===== config.mk =====
export PLATFORM = sky130hd
export DESIGN_NAME = slot_seq
export DESIGN_NICKNAME = d
export VERILOG_FILES = /design/src/rtl/slot_seq_pkg.sv /design/src/rtl/slot_seq_sync.sv /design/src/rtl/slot_seq_classify.sv /design/src/rtl/slot_seq_fsm.sv /design/src/rtl/slot_seq_outdec.sv /design/src/rtl/slot_seq.sv
export SDC_FILE = /design/constraint.sdc
export NUM_CORES = 1
export LEC_CHECK = 0
export BUFFER_PORTS_ARGS = -buffer_cell sky130_fd_sc_hd__buf_2
export CAP_MARGIN = 20
export CORE_MARGIN = 2
export CORE_UTILIZATION = 39
export DETAILED_ROUTE_END_ITERATION = 8
export MAX_ROUTING_LAYER = met4
export SLEW_MARGIN = 20
export SYNTH_ARGS = -nofsm -noshare
export SYNTH_HDL_FRONTEND = slang
export SYNTH_SLANG_ARGS = --single-unit

===== constraint.sdc =====
create_clock -name clk -period 1.2 [get_ports clk]
set_input_delay 0.06 -clock clk [delete_from_list [all_inputs] [get_ports clk]]
set_output_delay 0.06 -clock clk [all_outputs]
set_load 0.02 [all_outputs]

===== src/rtl/slot_seq_pkg.sv =====
package slot_seq_pkg;

   typedef enum logic [1:0] {
      ST_IDLE   = 2'd0,
      ST_BLIND  = 2'd1,
      ST_ACTIVE = 2'd2
   } seq_state_t;

   typedef struct packed {
      logic rx;
      logic pa_gate;
      logic ant_follow;
      logic loop_hold;
   } slot_cfg_t;

   localparam int PD_STOP_PULSE = 0;
   localparam int PD_PIN        = 1;
   localparam int PD_CLK_LEVEL  = 2;

endpackage


===== src/rtl/slot_seq_sync.sv =====
module slot_seq_sync #(
   parameter int W      = 3,
   parameter int STAGES = 2
) (
   input  logic         clk,
   input  logic         rst_n,
   input  logic [W-1:0] din,
   output logic [W-1:0] lvl,
   output logic [W-1:0] chg
);

   generate
      if (STAGES < 1) begin : g_bad_stages
         $error("slot_seq_sync: STAGES must be at least 1");
      end
      for (genvar i = 0; i < W; i++) begin : g_bit
         logic [STAGES-1:0] pipe;
         logic              last;
         if (STAGES == 1) begin : g_one
            always_ff @(posedge clk or negedge rst_n) begin
               if (!rst_n) pipe <= '0;
               else        pipe <= din[i];
            end
         end else begin : g_many
            always_ff @(posedge clk or negedge rst_n) begin
               if (!rst_n) pipe <= '0;
               else        pipe <= {pipe[STAGES-2:0], din[i]};
            end
         end
         always_ff @(posedge clk or negedge rst_n) begin
            if (!rst_n) last <= 1'b0;
            else        last <= pipe[STAGES-1];
         end
         assign lvl[i] = pipe[STAGES-1];
         assign chg[i] = pipe[STAGES-1] ^ last;
      end
   endgenerate

endmodule


===== src/rtl/slot_seq_classify.sv =====
module slot_seq_classify #(
   parameter int VARIANT = 0
) (
   input  logic clk,
   input  logic rst_n,
   input  logic en_lvl,
   input  logic en_chg,
   input  logic sclk_lvl,
   input  logic sclk_chg,
   input  logic pd_lvl,
   input  logic pd_chg,
   output logic commit_ev,
   output logic adv_ev,
   output logic pd_req
);

   localparam bit LEVEL_MODE = (VARIANT == 2);

   generate
      if (VARIANT < 0 || VARIANT > 2) begin : g_bad_variant
         $error("slot_seq_classify: VARIANT must be 0, 1 or 2");
      end
   endgenerate

   logic en_rise, en_fall, sclk_edge, window, win_open, win_close;
   logic seen;

   assign en_rise   = en_chg & en_lvl;
   assign en_fall   = en_chg & ~en_lvl;
   // active serial-clock edge: falling in level mode, rising otherwise
   assign sclk_edge = sclk_chg & (LEVEL_MODE ? ~sclk_lvl : sclk_lvl);
   // programming window: enable high in level mode, enable low otherwise
   assign window    = LEVEL_MODE ? en_lvl : ~en_lvl;
   assign win_open  = LEVEL_MODE ? en_rise : en_fall;
   assign win_close = LEVEL_MODE ? en_fall : en_rise;

   always_ff @(posedge clk or negedge rst_n) begin
      if (!rst_n)                    seen <= 1'b0;
      else if (win_open)             seen <= sclk_edge & window;
      else if (sclk_edge && window)  seen <= 1'b1;
   end

   assign commit_ev = win_close & seen;
   assign adv_ev    = en_fall;
   assign pd_req    = (VARIANT == 0) ? (en_rise & ~seen) :
                      (VARIANT == 1) ? (pd_chg & ~pd_lvl) :
                                       (~sclk_lvl & ~en_lvl);

endmodule


===== src/rtl/slot_seq_fsm.sv =====
module slot_seq_fsm
   import slot_seq_pkg::*;
(
   input  logic       clk,
   input  logic       rst_n,
   input  logic       commit_ev,
   input  logic       adv_ev,
   input  logic       pd_req,
   input  slot_cfg_t  cfg_in,
   output seq_state_t state,
   output slot_cfg_t  cfg_q,
   output logic       commit_flag,
   output logic       stop_flag
);

   logic pd_take, adv_take;

   assign pd_take  = pd_req && (state != ST_IDLE);
   assign adv_take = (state == ST_BLIND) && adv_ev;

   always_ff @(posedge clk or negedge rst_n) begin
      if (!rst_n) begin
         state       <= ST_IDLE;
         cfg_q       <= '0;
         commit_flag <= 1'b0;
         stop_flag   <= 1'b0;
      end else begin
         commit_flag <= 1'b0;
         stop_flag   <= 1'b0;
         if (pd_take) begin
            state     <= ST_IDLE;
            stop_flag <= 1'b1;
         end else if (adv_take) begin
            state <= ST_ACTIVE;
         end else if (commit_ev) begin
            state       <= ST_BLIND;
            cfg_q       <= cfg_in;
            commit_flag <= 1'b1;
         end
      end
   end


   pwrdn_idle_chk: assert property (@(posedge clk) disable iff (!rst_n)
      (pd_req && state != ST_IDLE) |=> (state == ST_IDLE && stop_flag));


   commit_blind_chk: assert property (@(posedge clk) disable iff (!rst_n)
      (commit_ev && !pd_take && !adv_take) |=> (state == ST_BLIND && commit_flag));


   active_from_blind_chk: assert property (@(posedge clk) disable iff (!rst_n)
      (state == ST_ACTIVE && $past(state) != ST_ACTIVE) |-> $past(state) == ST_BLIND);

endmodule


===== src/rtl/slot_seq_outdec.sv =====
module slot_seq_outdec
   import slot_seq_pkg::*;
#(
   parameter int THR_STAGES = 2
) (
   input  logic       clk,
   input  logic       rst_n,
   input  seq_state_t state,
   input  slot_cfg_t  cfg_q,
   input  logic       thr_ctl,
   output logic       synth_en,
   output logic       loop_closed,
   output logic       vco_pwr,
   output logic       rx_pwr,
   output logic       tx_pa_en,
   output logic       tx_ant,
   output logic       rx_ant
);

   logic [THR_STAGES-1:0] thr_pipe;
   logic                  thr_s, is_tx, hold;

   generate
      if (THR_STAGES == 1) begin : g_thr_one
         always_ff @(posedge clk or negedge rst_n) begin
            if (!rst_n) thr_pipe <= '0;
            else        thr_pipe <= thr_ctl;
         end
      end else begin : g_thr_many
         always_ff @(posedge clk or negedge rst_n) begin
            if (!rst_n) thr_pipe <= '0;
            else        thr_pipe <= {thr_pipe[THR_STAGES-2:0], thr_ctl};
         end
      end
   endgenerate

   assign thr_s = thr_pipe[THR_STAGES-1];
   assign is_tx = ~cfg_q.rx;
   assign hold  = cfg_q.loop_hold | (is_tx & cfg_q.pa_gate);

   always_comb begin
      synth_en    = 1'b0;
      loop_closed = 1'b0;
      vco_pwr     = 1'b0;
      rx_pwr      = 1'b0;
      tx_pa_en    = 1'b0;
      tx_ant      = 1'b0;
      unique case (state)
         ST_BLIND: begin
            synth_en    = 1'b1;
            loop_closed = 1'b1;
            vco_pwr     = 1'b1;
            tx_pa_en    = is_tx & ~cfg_q.pa_gate;
         end
         ST_ACTIVE: begin
            synth_en    = hold;
            loop_closed = hold;
            vco_pwr     = 1'b1;
            rx_pwr      = cfg_q.rx;
            tx_pa_en    = is_tx & (cfg_q.pa_gate ? thr_s : 1'b1);
            tx_ant      = is_tx & ((cfg_q.pa_gate | cfg_q.ant_follow) ? thr_s : 1'b1);
         end
         default: ;
      endcase
   end

   assign rx_ant = rx_pwr;


   rx_stable_chk: assert property (@(posedge clk) disable iff (!rst_n)
      (state == ST_ACTIVE && $past(state) == ST_ACTIVE) |-> $stable(rx_pwr));

endmodule


===== src/rtl/slot_seq.sv =====
module slot_seq
   import slot_seq_pkg::*;
#(
   parameter int PD_STYLE    = PD_STOP_PULSE,
   parameter int SYNC_STAGES = 2
) (
   input  logic clk,
   input  logic rst_n,
   input  logic bus_en,
   input  logic bus_clk,
   input  logic pd_n,
   input  logic thr_ctl,
   input  logic cfg_rx,
   input  logic cfg_pa_gate,
   input  logic cfg_ant_follow,
   input  logic cfg_loop_hold,
   output logic synth_en,
   output logic loop_closed,
   output logic vco_pwr,
   output logic rx_pwr,
   output logic tx_pa_en,
   output logic tx_ant,
   output logic rx_ant,
   output logic commit_flag,
   output logic stop_flag
);

   localparam int N_SYNC = 3;
   localparam int IDX_EN = 0;
   localparam int IDX_CK = 1;
   localparam int IDX_PD = 2;

   generate
      if (SYNC_STAGES < 1 || SYNC_STAGES > 4) begin : g_bad_sync
         $error("slot_seq: SYNC_STAGES must lie in 1..4");
      end
      if (PD_STYLE < PD_STOP_PULSE || PD_STYLE > PD_CLK_LEVEL) begin : g_bad_style
         $error("slot_seq: unknown PD_STYLE");
      end
   endgenerate

   logic [N_SYNC-1:0] s_lvl, s_chg;
   logic              commit_ev, adv_ev, pd_req;
   seq_state_t        state;
   slot_cfg_t         cfg_in, cfg_q;

   assign cfg_in = '{rx: cfg_rx, pa_gate: cfg_pa_gate,
                     ant_follow: cfg_ant_follow, loop_hold: cfg_loop_hold};

   slot_seq_sync #(.W(N_SYNC), .STAGES(SYNC_STAGES)) u_sync (
      .clk   (clk),
      .rst_n (rst_n),
      .din   ({pd_n, bus_clk, bus_en}),
      .lvl   (s_lvl),
      .chg   (s_chg)
   );

   slot_seq_classify #(.VARIANT(PD_STYLE)) u_cls (
      .clk       (clk),
      .rst_n     (rst_n),
      .en_lvl    (s_lvl[IDX_EN]),
      .en_chg    (s_chg[IDX_EN]),
      .sclk_lvl  (s_lvl[IDX_CK]),
      .sclk_chg  (s_chg[IDX_CK]),
      .pd_lvl    (s_lvl[IDX_PD]),
      .pd_chg    (s_chg[IDX_PD]),
      .commit_ev (commit_ev),
      .adv_ev    (adv_ev),
      .pd_req    (pd_req)
   );

   slot_seq_fsm u_fsm (
      .clk         (clk),
      .rst_n       (rst_n),
      .commit_ev   (commit_ev),
      .adv_ev      (adv_ev),
      .pd_req      (pd_req),
      .cfg_in      (cfg_in),
      .state       (state),
      .cfg_q       (cfg_q),
      .commit_flag (commit_flag),
      .stop_flag   (stop_flag)
   );

   slot_seq_outdec #(.THR_STAGES(SYNC_STAGES)) u_dec (
      .clk         (clk),
      .rst_n       (rst_n),
      .state       (state),
      .cfg_q       (cfg_q),
      .thr_ctl     (thr_ctl),
      .synth_en    (synth_en),
      .loop_closed (loop_closed),
      .vco_pwr     (vco_pwr),
      .rx_pwr      (rx_pwr),
      .tx_pa_en    (tx_pa_en),
      .tx_ant      (tx_ant),
      .rx_ant      (rx_ant)
   );

endmodule


; Word level (Yosys, flattened, before mapping)
; Index checks and enable logic that the tools add are counted.
[classes]
eq_ne = 2
mux = 16
n_bitwise = 20
reduce_logical = 8
[ops]
columns = op, count
row1 = two-way mux 1 bit, 11
row2 = bitwise AND 1 bit, 10
row3 = two-way mux 2 bit, 3
row4 = inverter 1 bit, 6
row5 = one-hot mux 1 bit (2 select lines), 2
row6 = nonzero test 2 bit, 2
row7 = logical AND 1 bit, 3
row8 = AND reduction 3 bit, 1
row9 = nonzero test 3 bit, 1
row10 = "equality test 2 x 1 -> 1 bit, second input constant", 1
row11 = "equality test 2 bit, second input constant", 1
row12 = bitwise OR 1 bit, 2
row13 = OR reduction 2 bit, 1
row14 = bitwise XOR 1 bit, 2
[totals]
regBits = 17
in_bits = 10
out_inout_bits = 9
wordCells = 59

; Logic depth before layout (Yosys ltp)
; Gate-level depths: netlist (run 1).
[depth]
ltp_word = 6
ltp_mapped = 5
mapped_depth_nobuf = 5

; Cells and area by module
; From an unflattened synthesis (run 1), not the netlist that was laid out.
[unflattened]
cells_unflattened = 62
area_unflattened_um2 = 850.8
[by_module_without_submodules]
columns = mod, n_inst, cells_per_inst, area_each_um2, seq_area_each_um2
row1 = slot_seq_fsm, 1, 21, 334.1, 200.2
row2 = slot_seq_sync, 1, 15, 274.0, 225.2
row3 = slot_seq_outdec, 1, 19, 176.4, 50.0
row4 = slot_seq_classify, 1, 7, 66.3, 25.0

; Least setup slack after synthesis (run 1)
; OpenSTA, ideal clock, no wires.
[synth_path]
path_type = flip-flop to output port
startpoint = register u_fsm.state[0]
endpoint = output synth_en
arrival_time_ns = 1.738
required_time_ns = 1.140
slack_ns = -0.598
path_stages_with_launch = 6
n_path_buf = 1
cell_sequence = dfrtp_1 > inv_1 > ha_1 > nand2_1 > o21ai_0 > buf_4
[synth_via]
elab_chain_cells = 2
elab_cells_between_ends = 3
classes_between = 2 x eq/ne / 1 x mux
[synth_rtl]
columns = item, line
row1 = "start, declared", slot_seq_fsm.sv:10  ; output seq_state_t state,
row2 = "start signal, assigned", slot_seq_fsm.sv:23  ; state <= ST_IDLE;
row3 = "start signal, assigned", slot_seq_fsm.sv:31  ; state <= ST_IDLE;
row4 = "start signal, assigned", slot_seq_fsm.sv:34  ; state <= ST_ACTIVE;
row5 = equality test 2 bit or equality test 2 x 1 -> 1 bit (tied branches), --
row6 = one-hot mux 1 bit (2 select lines) *, --
row7 = "end, declared", slot_seq.sv:17  ; output logic synth_en,
; Mark *: on every way between the ends. The rest lies on a longest branch, timed or not.

; Worst setup path in the final report (run 1)
[layout_path]
startpoint = register u_fsm.state[1]
endpoint = output loop_closed
[layout_via]
elab_chain_cells = 2
elab_cells_between_ends = 3
classes_between = 2 x eq/ne / 1 x mux
[layout_rtl]
columns = item, line
row1 = equality test 2 bit or equality test 2 x 1 -> 1 bit (tied branches), slot_seq_outdec.sv:48  ; unique case (state)
row2 = one-hot mux 1 bit (2 select lines) *, slot_seq_outdec.sv:48
row3 = "end, declared", slot_seq.sv:18  ; output logic loop_closed,
; Marks and branches as above.

==> metrics.md, run 1 <==
| Metric | Value |
|---|---|
| RSZ-0062 raised after global routing | yes |
| Mean cell area of the mapped netlist | 12.7 sq um |
| Arr. time, crit path | approximately 1.4 ns |
| Top-count cell post-synth | dfrtp_1 |
| Routed vias/inst | 4.54 |
| Startpoint types | flip-flop |
| Layout area overhead | 42.6% |
| DRT antenna net count | 0 |
| Outcome | finished with violations |
| Hold Crit Class | primary input to flip-flop |
| Final hold violation count | 0 |
| Warnings from Yosys | 0 |
| Fin Hold WS | 0.00949 ns |
| Synthesized area | roughly 740 sq um |
| Gpl congestion | 0.667 |
| Hold_sp | cfg_pa_gate |
| Worst vdd ir | about 0.94 mV |
| Max Root-Sink Buffers | 2 |
| CTS tree | done |
| HPWL Detailed | 875 um |
| Actual slew at the worst max-slew pin | ~0.36 ns |
| Worst setup path start | u_fsm.state[1] |
| Final period util | 118% |
| GR Util All Layers | 13.9% |
| Worst Path Required | 1.14 ns |
| I/O Buffers | 17 |
| Top cells by count, synth | dfrtp_1 (17), inv_1 (7), ha_1 (5), nand2_1 (5), o21ai_0 (5) |
| Net count after synthesis | 73 |
| Initial DRC Count | 1 |
| Synth area leader | dfrtp_1 |
| Fmax | 0.704 GHz |
| Initial antenna violation count | 0 |
| TritonRoute pass-1 iters | 2 |
| Final instance area | 1050 sq um |
| Final setup viols | 8 |
| Floorplan core area | 1750 sq um |
| Register area share after synthesis | 57.7% |
| Critical Path Fanout Max | 4 |
| CTS Sinks | 17 |
| Die height | 47.5 um |
| Synth area leaders | dfrtp_1 (58%), ha_1 (8.5%), mux2_4 (8.1%) |
| Final WL | 1.22 mm |
| Max-cap viol count | 0 |
| Ports | 19 |
| Placed Instance Area | a little under 900 sq um |
| Number of global-route vias before repair | about 470 |
| Root Driver | clkbuf_4 |
| GRT overflow | 0 |
| Leak Pwr | 0.539 nW |
| Worst clock skew | 0.00192 ns |
| Starting density of the core | 42.2% |
| Detailed-route via count | 508 |
| Die ar. | 2250 sq um |
| Drc violations | 0 |
| Slew headroom | 76.0% |
| Standard-cell rows | 15 |
| Slack of the critical path | -0.221 ns |
| Minimum clock period | 1.42 ns |
| Cells after Synth | 58 |
| Ys flop type | dfrtp_1 |
| # fillers | between 100 and 150 |
| Worst-skew pair later-pin latency | 0.28 ns |
| Wire per inst | approximately 11 um |
| First-pass GRT wire length | 2.00 mm |
| Max-slew violations | 0 |
| Final core utilization | 60.2% |
| Cts bufs inserted | 3 |
| Async SR Flop Fraction | 100% |
| Number of synthesized flops with an enable pin | 0 |
| Non-Filler Instances | approximately 110 |
| Critical path class | flip-flop to primary output |
| Largest net degree at the start of global routing | 18 |
| Failing checks | setup timing |
| Fin Setup TNS | -1.15 ns |
| Power Dens Cells | 1910 nW/um^2 |
| Netlist cell types | 17 |
| Fraction of layout cells with a size suffix above 1 | 48.3% |
| DP Cell Count | 100 |
| CP endpoint kind | primary output |
| ANT cells | 0 |
| Synth Register Bits | 17 |
| Clock-pin slew on the worst setup and hold paths | approximately 0.090 ns |
| RR Startpoint | u_fsm.state[0] |
| H-tree depth | 1 |
| Die X | 47.5 um |
| Post-synth top area share | 57.7% |
| Final nets | just over 100 |
## per-stage QoR
step,setup slack [ns],power (mW)
after CTS,-0.236,2.01
after global routing,-0.314,2.16
after detailed placement,0.00903,1.53
final,-0.221,2.01
after global placement,0.0253,1.52
after floorplan,-0.0600,1.36
## worst paths after layout
check                                     endpoint  slack, ns  depth (start not counted)
max reg2reg                         u_fsm.state[0]      -0.02                          5
max                                    loop_closed      -0.22                          5
min in group asynchronous        u_fsm.commit_flag       0.20                          2
max in group asynchronous  u_sync.g_bit[1].pipe[1]       0.74                          2
min                                 u_fsm.cfg_q[2]      0.009                          2
min reg2reg                      u_dec.thr_pipe[1]       0.36                          0
## final cells by class
cell class / instances / area, sq um / area share, %
well taps: 25 / 31.3 / 2.98
multi-input cells: 32 / 328 / 31.2
inverters: 7 / 26.3 / 2.50
clock inverters: 1 / 5.00 / 0.476
flip-flops and latches: 17 / 425 / 40.5
clock buffers: 3 / 22.5 / 2.14
repair buffers: 27 / 213 / 20.2
## placed cells by master (no fill, tap or decap), drive strengths merged, types with 3 or more instances in the layout
cell type and instances:
buf 21, dfrtp 17, inv 7, dlygate4sd3 6
o21ai 5, nand2 5, ha 5, mux2 4
a21oi 4, clkbuf 3
## sequential cells by signal (all words and copies together), names as in the netlist
name and count:
u_fsm.cfg_q 4, u_sync.g_bit.pipe 4, u_dec.thr_pipe 2, u_fsm.state 2, u_sync.g_bit.last 2, u_cls.seen 1
u_fsm.commit_flag 1, u_fsm.stop_flag 1
## logic make-up after synthesis
group,share of synthesized area (%)
flops,57.7
compound gates,9.68
mux,9.51
fa+ha+maj,8.49
buf+inv,5.60
simple gates,9.00
## metal layers
| metal | vias up | routed length [um] | track usage [%] |
|---|---|---|---|
| met3 | 2 | 31 | 3.40 |
| met2 | 11 | 584 | 19.2 |
| met5 | - | 0 | - |
| met4 | 0 | 14 | 8.33 |
| met1 | 244 | 585 | 18.3 |
| li1 | 251 | - | - |
## power by group
group          switching [mW]  internal (mW)
clock                   0.170          0.124
combinational           0.478          0.505
sequential             0.0701          0.660
total                   0.718           1.29
## worst max-delay path, cell delays in order, from the launching register on
cell and delay (ns):
dfrtp_1 0.39, inv_2 0.07, ha_4 0.30, nand2_4 0.05
o21ai_4 0.14, buf_6 0.14
## timing repair
item                       CTS  global route
hold endpoints to repair    22             0
pin swaps                    3             1
setup buffers                2             0
setup endpoints to repair    8             8
hold buffers                 6             0
gates resized for setup     16             2
Power figures use the tool's default switching activity.
==> inputs of run 2 (changes only) <==
Clock period 1.2 ns to 1.6 ns, I/O delays scaled along.
==> run 2 against run 1 <==
Compared with the run above:
- setup slack improved by 0.32 ns
- wire length fell by 3.7%
- the run now ends clean
- die area did not move
- non-clock buffer count fell by 5
==> metrics.md, run 2 (same netlist as run 1, synthesis figures left out) <==
| Metric | Value |
|---|---|
| First-pass GRT wire length | 1.97 mm (-1.4%) |
| Most frequent cells in the layout | dfrtp_1 (17), buf_2 (15), inv_1 (6) |
| Arr. time, crit path | 1.42 ns (+0.06 ns) |
| Actual slew at the worst max-slew pin | 0.370 ns (+0.0110 ns) |
| Worst hold stages | 2 (unchanged) |
| Die ar. | 2250 sq um (unchanged) |
| DRT antenna net count | 0 (unchanged) |
| Critical Path Fanout Max | 4 (unchanged) |
| Hold Crit Class | primary input to flip-flop |
| Fmax | 0.668 GHz |
| Final hold violation count | 0 (unchanged) |
| Final WL | 1.17 mm (-3.7%) |
| H-tree depth | 1 (unchanged) |
| Final nets | 98 (-4.9%) |
| Minimum clock period | approximately 1.5 ns |
| Routed vias/inst | 4.50 (-0.68%) |
| Starting density of the core | 42.2% (unchanged) |
| Final instance area | 933 sq um (-11%) |
| Largest net degree at the start of global routing | 18 (unchanged) |
| Power Dens Cells | 1410 nW/um^2 (-26%) |
| Max Root-Sink Buffers | 2 (unchanged) |
| Startpoint types | flip-flop |
| Layout area overhead | 26.7% |
| Root Driver | clkbuf_4 |
| ANT cells | 0 (unchanged) |
| Worst-skew pair later-pin latency | 0.29 ns (about the same) |
| Wire per inst | 11.0 um (+0.80%) |
| Non-Filler Instances | 107 (-4.5%) |
| CTS Sinks | 17 (unchanged) |
| Initial DRC Count | 5 (+4) |
| Clock-pin slew on the worst setup and hold paths | 0.10 ns (about the same) |
| GR Util All Layers | 13.6% (-0.26 points) |
| Most common cell after layout, fill and taps aside | dfrtp_1 |
| TritonRoute pass-1 iters | 4 (+2) |
| HPWL Detailed | 877 um (+0.18%) |
| Critical path class | flip-flop to primary output |
| CTS tree | done |
| Final setup viols | 0 (-8) |
| Number of global-route vias before repair | 464 (-0.85%) |
| DP Cell Count | 98 (-2.0%) |
| GRT overflow | 0 (unchanged) |
| Gpl congestion | 0.739 (+11%) |
| Regs by FF count | u_fsm.cfg_q x4, u_sync.g_bit.pipe x4 |
| Drc violations | 0 (unchanged) |
| Detailed-route via count | 482 (-5.1%) |
| Outcome | complete, no violations |
| Standard-cell rows | 15 (unchanged) |
| Initial antenna violation count | 0 (unchanged) |
| Max-slew violations | 0 (unchanged) |
| I/O Buffers | 17 (unchanged) |
| Placed Instance Area | 842 sq um (-5.2%) |
| Fraction of layout cells with a size suffix above 1 | 36.6% (-12 points) |
| Worst vdd ir | 0.802 mV (-14%) |
| CP endpoint kind | primary output |
| Worst clock skew | 0.00525 ns (+0.00333 ns) |
| R2R cell count | 5 (unchanged) |
| Die X | 47.5 um (unchanged) |
| Final period util | 93.6% |
| Ports | 19 (unchanged) |
| Floorplan core area | 1750 sq um (unchanged) |
| Die height | 47.5 um (unchanged) |
| Leak Pwr | 0.500 nW (-7.2%) |
| Slew headroom | 75.3% (-0.73 points) |
| Max-cap viol count | 0 (unchanged) |
| Worst Path Required | 1.52 ns (+0.38 ns) |
| Cts bufs inserted | 3 (unchanged) |
## run 2: power breakdown
group          total (mW)  internal, mW  leakage (nW)  switching (mW)
sequential          0.548         0.495         0.202          0.0530
clock               0.227        0.0970        0.0150           0.130
combinational       0.540         0.252         0.283           0.288
## run 2: layout make-up
cell class                      instances  area [sq um]
Multi-Input combinational cell         32           287
Clock buffer                            4          26.3
Sequential cell                        17           425
Tap cell                               25          31.3
Inverter                                7          26.3
Fill cell                             174           812
Timing Repair Buffer                   22           138
## run 2: timing repair
item,in CTS,in global routing
gates resized for setup,1,3
endpoints found under the setup margin,2,3
hold endpoints to repair,20,0
hold buffers,4,0
buffers inserted,0,1
## run 2: worst max-delay path: stages (launching register included)
cell and delay [ns]:
dfrtp_1 0.38, inv_1 0.11, ha_4 0.30, nand2_1 0.06, o21ai_2 0.12, buf_4 0.16
## run 2: through the flow
| stage | hold slack [ns] | TNS [ns] | total power [mW] | worst slack, ns | util, % |
|---|---|---|---|---|---|
| 2_1_floorplan | -0.216 | 0 | 0.920 | 0.105 | - |
| 3_3_place_gp | 0.0211 | 0 | 1.02 | 0.341 | 48.2 |
| 3_5_place_dp | 0.0202 | 0 | 1.03 | 0.316 | 48.2 |
| 4_1_cts | 0.0109 | 0 | 1.30 | 0.0451 | 52.8 |
| 5_1_grt | 0.00600 | -0.00410 | 1.42 | -0.00355 | 53.5 |
| 6_report | 0.0127 | 0 | 1.32 | 0.103 | 53.5 |
## run 2: layer usage
layer	part of all wire (%)	up-vias	wire length [um]	global-route usage, %
li1	-	240	-	-
met1	48	227	567	19.0
met2	46	11	543	17.6
met3	3.2	4	37	3.40
met4	2.0	0	24	8.33
met5	0	-	0	-
## run 2: final timing paths
path | startpoint | endpoint | slack (ns)
max | u_fsm.state[1] | loop_closed | 0.10
min | cfg_ant_follow | u_fsm.cfg_q[1] | 0.01
max reg2reg | u_fsm.state[1] | u_fsm.state[0] | 0.34
min reg2reg | u_dec.thr_pipe[0] | u_dec.thr_pipe[1] | 0.36
max in group asynchronous | rst_n | u_sync.g_bit[1].pipe[1] | 1.11
min in group asynchronous | rst_n | u_fsm.cfg_q[3] | 0.22
==> inputs of run 3 (changes only) <==
Settings changed: CORE_UTILIZATION 39 to 25, CTS_CLUSTER_SIZE from default to 24, REMOVE_ABC_BUFFERS from default to 1.
==> run 3 against run 2 <==
Compared with the run above:
- clock power fell by 4%
- count of clock-buffer cells in the layout fell by 1
- global-route usage fell by 5.3 points
- utilization fell by 19 points
- largest power group is now combinational cells
==> metrics.md, run 3 (same netlist as run 1, synthesis figures left out) <==
| Metric | Value |
|---|---|
| Outcome | complete, no violations |
| Worst-skew pair later-pin latency | 0.28 ns (about the same) |
| Crit-path slowest cell | dfrtp_1 |
| HPWL Detailed | 944 um (+7.6%) |
| TritonRoute pass-1 iters | 3 (-1) |
| Arr. time, crit path | 1.41 ns (about the same) |
| Most frequent cells in the layout | dfrtp_1 (17), buf_2 (15), inv_1 (6) |
| CP endpoint kind | primary output |
| Max Root-Sink Buffers | 2 (unchanged) |
| Floorplan core area | 2780 sq um (+59%) |
| Fmax | 0.673 GHz (+0.82%) |
| Cts bufs inserted | 3 (unchanged) |
| I/O Buffers | 17 (unchanged) |
| Startpoint types | flip-flop |
| Standard-cell rows | 19 (+4) |
| ANT cells | 0 (unchanged) |
| RR Startpoint | u_fsm.state[0] |
| Critical Path Fanout Max | 4 (unchanged) |
| Slew headroom | 75.9% (+0.54 points) |
| Most common cell after layout, fill and taps aside | dfrtp_1 |
| Starting density of the core | 26.5% (-16 points) |
| Fin Setup TNS | 0 ns (unchanged) |
| Clock-pin slew on the worst setup and hold paths | 0.09 ns (about the same) |
| Final WL | 1.22 mm (+3.9%) |
| Hold Crit Class | primary input to flip-flop |
| Wire per inst | 10.7 um (-2.5%) |
| Initial DRC Count | 7 (+2) |
| Worst Path Required | 1.52 ns (about the same) |
| Final period util | 92.8% (-0.76 points) |
| DP Cell Count | 104 (+6.1%) |
| Power Dens Cells | 1390 nW/um^2 (-1.3%) |
| Crit-path max cell delay | 0.36 ns (-0.02 ns) |
| Critical path class | flip-flop to primary output |
| Max-slew violations | 0 (unchanged) |
| Die ar. | 3400 sq um (+51%) |
| CTS Sinks | 17 (unchanged) |
| Initial antenna violation count | 0 (unchanged) |
| # fillers | 273 (+57%) |
| Worst clock skew | 0.00284 ns (-0.00240 ns) |
| Minimum clock period | 1.49 ns (-0.0122 ns) |
| H-tree depth | 1 (unchanged) |
| Gpl congestion | 0.694 (-6.1%) |
| Worst setup path start | u_fsm.state[1] |
| First-pass GRT wire length | 2.10 mm (+6.6%) |
| Worst path cell trace | inv_1 > ha_4 > nand2_1 > o21ai_2 > buf_4 |
| Drc violations | 0 (unchanged) |
| Max-cap viol count | 0 (unchanged) |
| Actual slew at the worst max-slew pin | 0.362 ns (-0.00815 ns) |
| RSZ-0062 raised after global routing | no |
| Largest net degree at the start of global routing | 18 (unchanged) |
| GR Util All Layers | 8.38% (-5.3 points) |
| Layout area overhead | 28.9% |
| Number of global-route vias before repair | 529 (+14%) |
| Leak Pwr | 0.508 nW (+1.5%) |
| Root Driver | clkbuf_4 |
| Die X | 58.3 um (+23%) |
| Final setup viols | 0 (unchanged) |
| Fraction of layout cells with a size suffix above 1 | 38.6% (+2.0 points) |
| Die height | 58.3 um (+23%) |
| Routed vias/inst | 4.41 (-2.1%) |
| GRT overflow | 0 (unchanged) |
| Regs by FF count | u_fsm.cfg_q x4, u_sync.g_bit.pipe x4 |
| Non-Filler Instances | 114 (+6.5%) |
| Detailed-route via count | 503 (+4.4%) |
| DRT antenna net count | 0 (unchanged) |
| Worst vdd ir | 1.07 mV (+33%) |
| CTS tree | done |
| Hold_sp | cfg_loop_hold |
| Ports | 19 (unchanged) |
| Final nets | 99 (+1.0%) |
| Final hold violation count | 0 (unchanged) |
[run 3: metal layers]
layer  up-vias  wire length [um]  track usage, %  part of all wire [%]
met5         -                 0               -                     0
met4         0                 0            3.99                     0
met3         0                71            1.54                   5.8
met2        15               605            13.0                    50
met1       249               540            10.6                    44
li1        239                 -               -                     -
[run 3: final timing paths]
check,endpoint,slack [ns],cells after the start
worst max-delay path,loop_closed,0.11,5
worst min-delay path,u_fsm.cfg_q[0],0.02,2
worst max register to register,u_fsm.state[0],0.29,5
worst min register to register,u_sync.g_bit[1].pipe[1],0.36,0
max in group asynchronous,u_fsm.cfg_q[0],1.11,2
min in group asynchronous,u_fsm.commit_flag,0.23,2
[run 3: metrics by stage]
step | worst slack [ns] | instance area [sq um] | hold slack [ns] | util [%] | total power [mW]
after floorplan | -0.315 | 722 | -0.216 | - | 0.881
after global placement | 0.226 | 846 | 0.0169 | 30.4 | 1.01
after detailed placement | 0.179 | 846 | 0.0214 | 30.4 | 1.02
after CTS | -0.0102 | 928 | 0.00601 | 33.4 | 1.29
after global routing | 0.0219 | 950 | 0.00962 | 34.1 | 1.42
final | 0.115 | 950 | 0.0200 | 34.1 | 1.32
[run 3: power breakdown]
group / switching, mW / leakage, nW / internal, mW
registers: 0.0482 / 0.202 / 0.495
clock network: 0.126 / 0.0177 / 0.0929
logic: 0.299 / 0.288 / 0.261
total: 0.472 / 0.508 / 0.848
[run 3: what timing repair did]
item / CTS / global route
setup endpoints to repair: 3 / 3
pin swaps: 0 / 0
hold buffers: 4 / 0
buffers inserted: 2 / 0
resized for setup: 1 / 5
endpoints found under the hold margin: 20 / 0
[run 3: worst max-delay path: cells and delay by family (launching register included)]
kind,cells,cell delay (ns)
flip-flops,1,0.36
adder cells (fa/ha/maj),1,0.30
buffers and inverters,2,0.26
AO/OA/AOI/OAI,1,0.13
AND/OR/NAND/NOR,1,0.06
[run 3: cell type report]
cell class	count	area (sq um)	share of cell area, %
Clock buffer	3	22.5	2.37
Multi-Input combinational cell	32	287	30.2
Inverter	7	26.3	2.77
Tap cell	31	38.8	4.08
Clock inverter	1	5.00	0.527
Sequential cell	17	425	44.8
Timing Repair Buffer	23	145	15.3
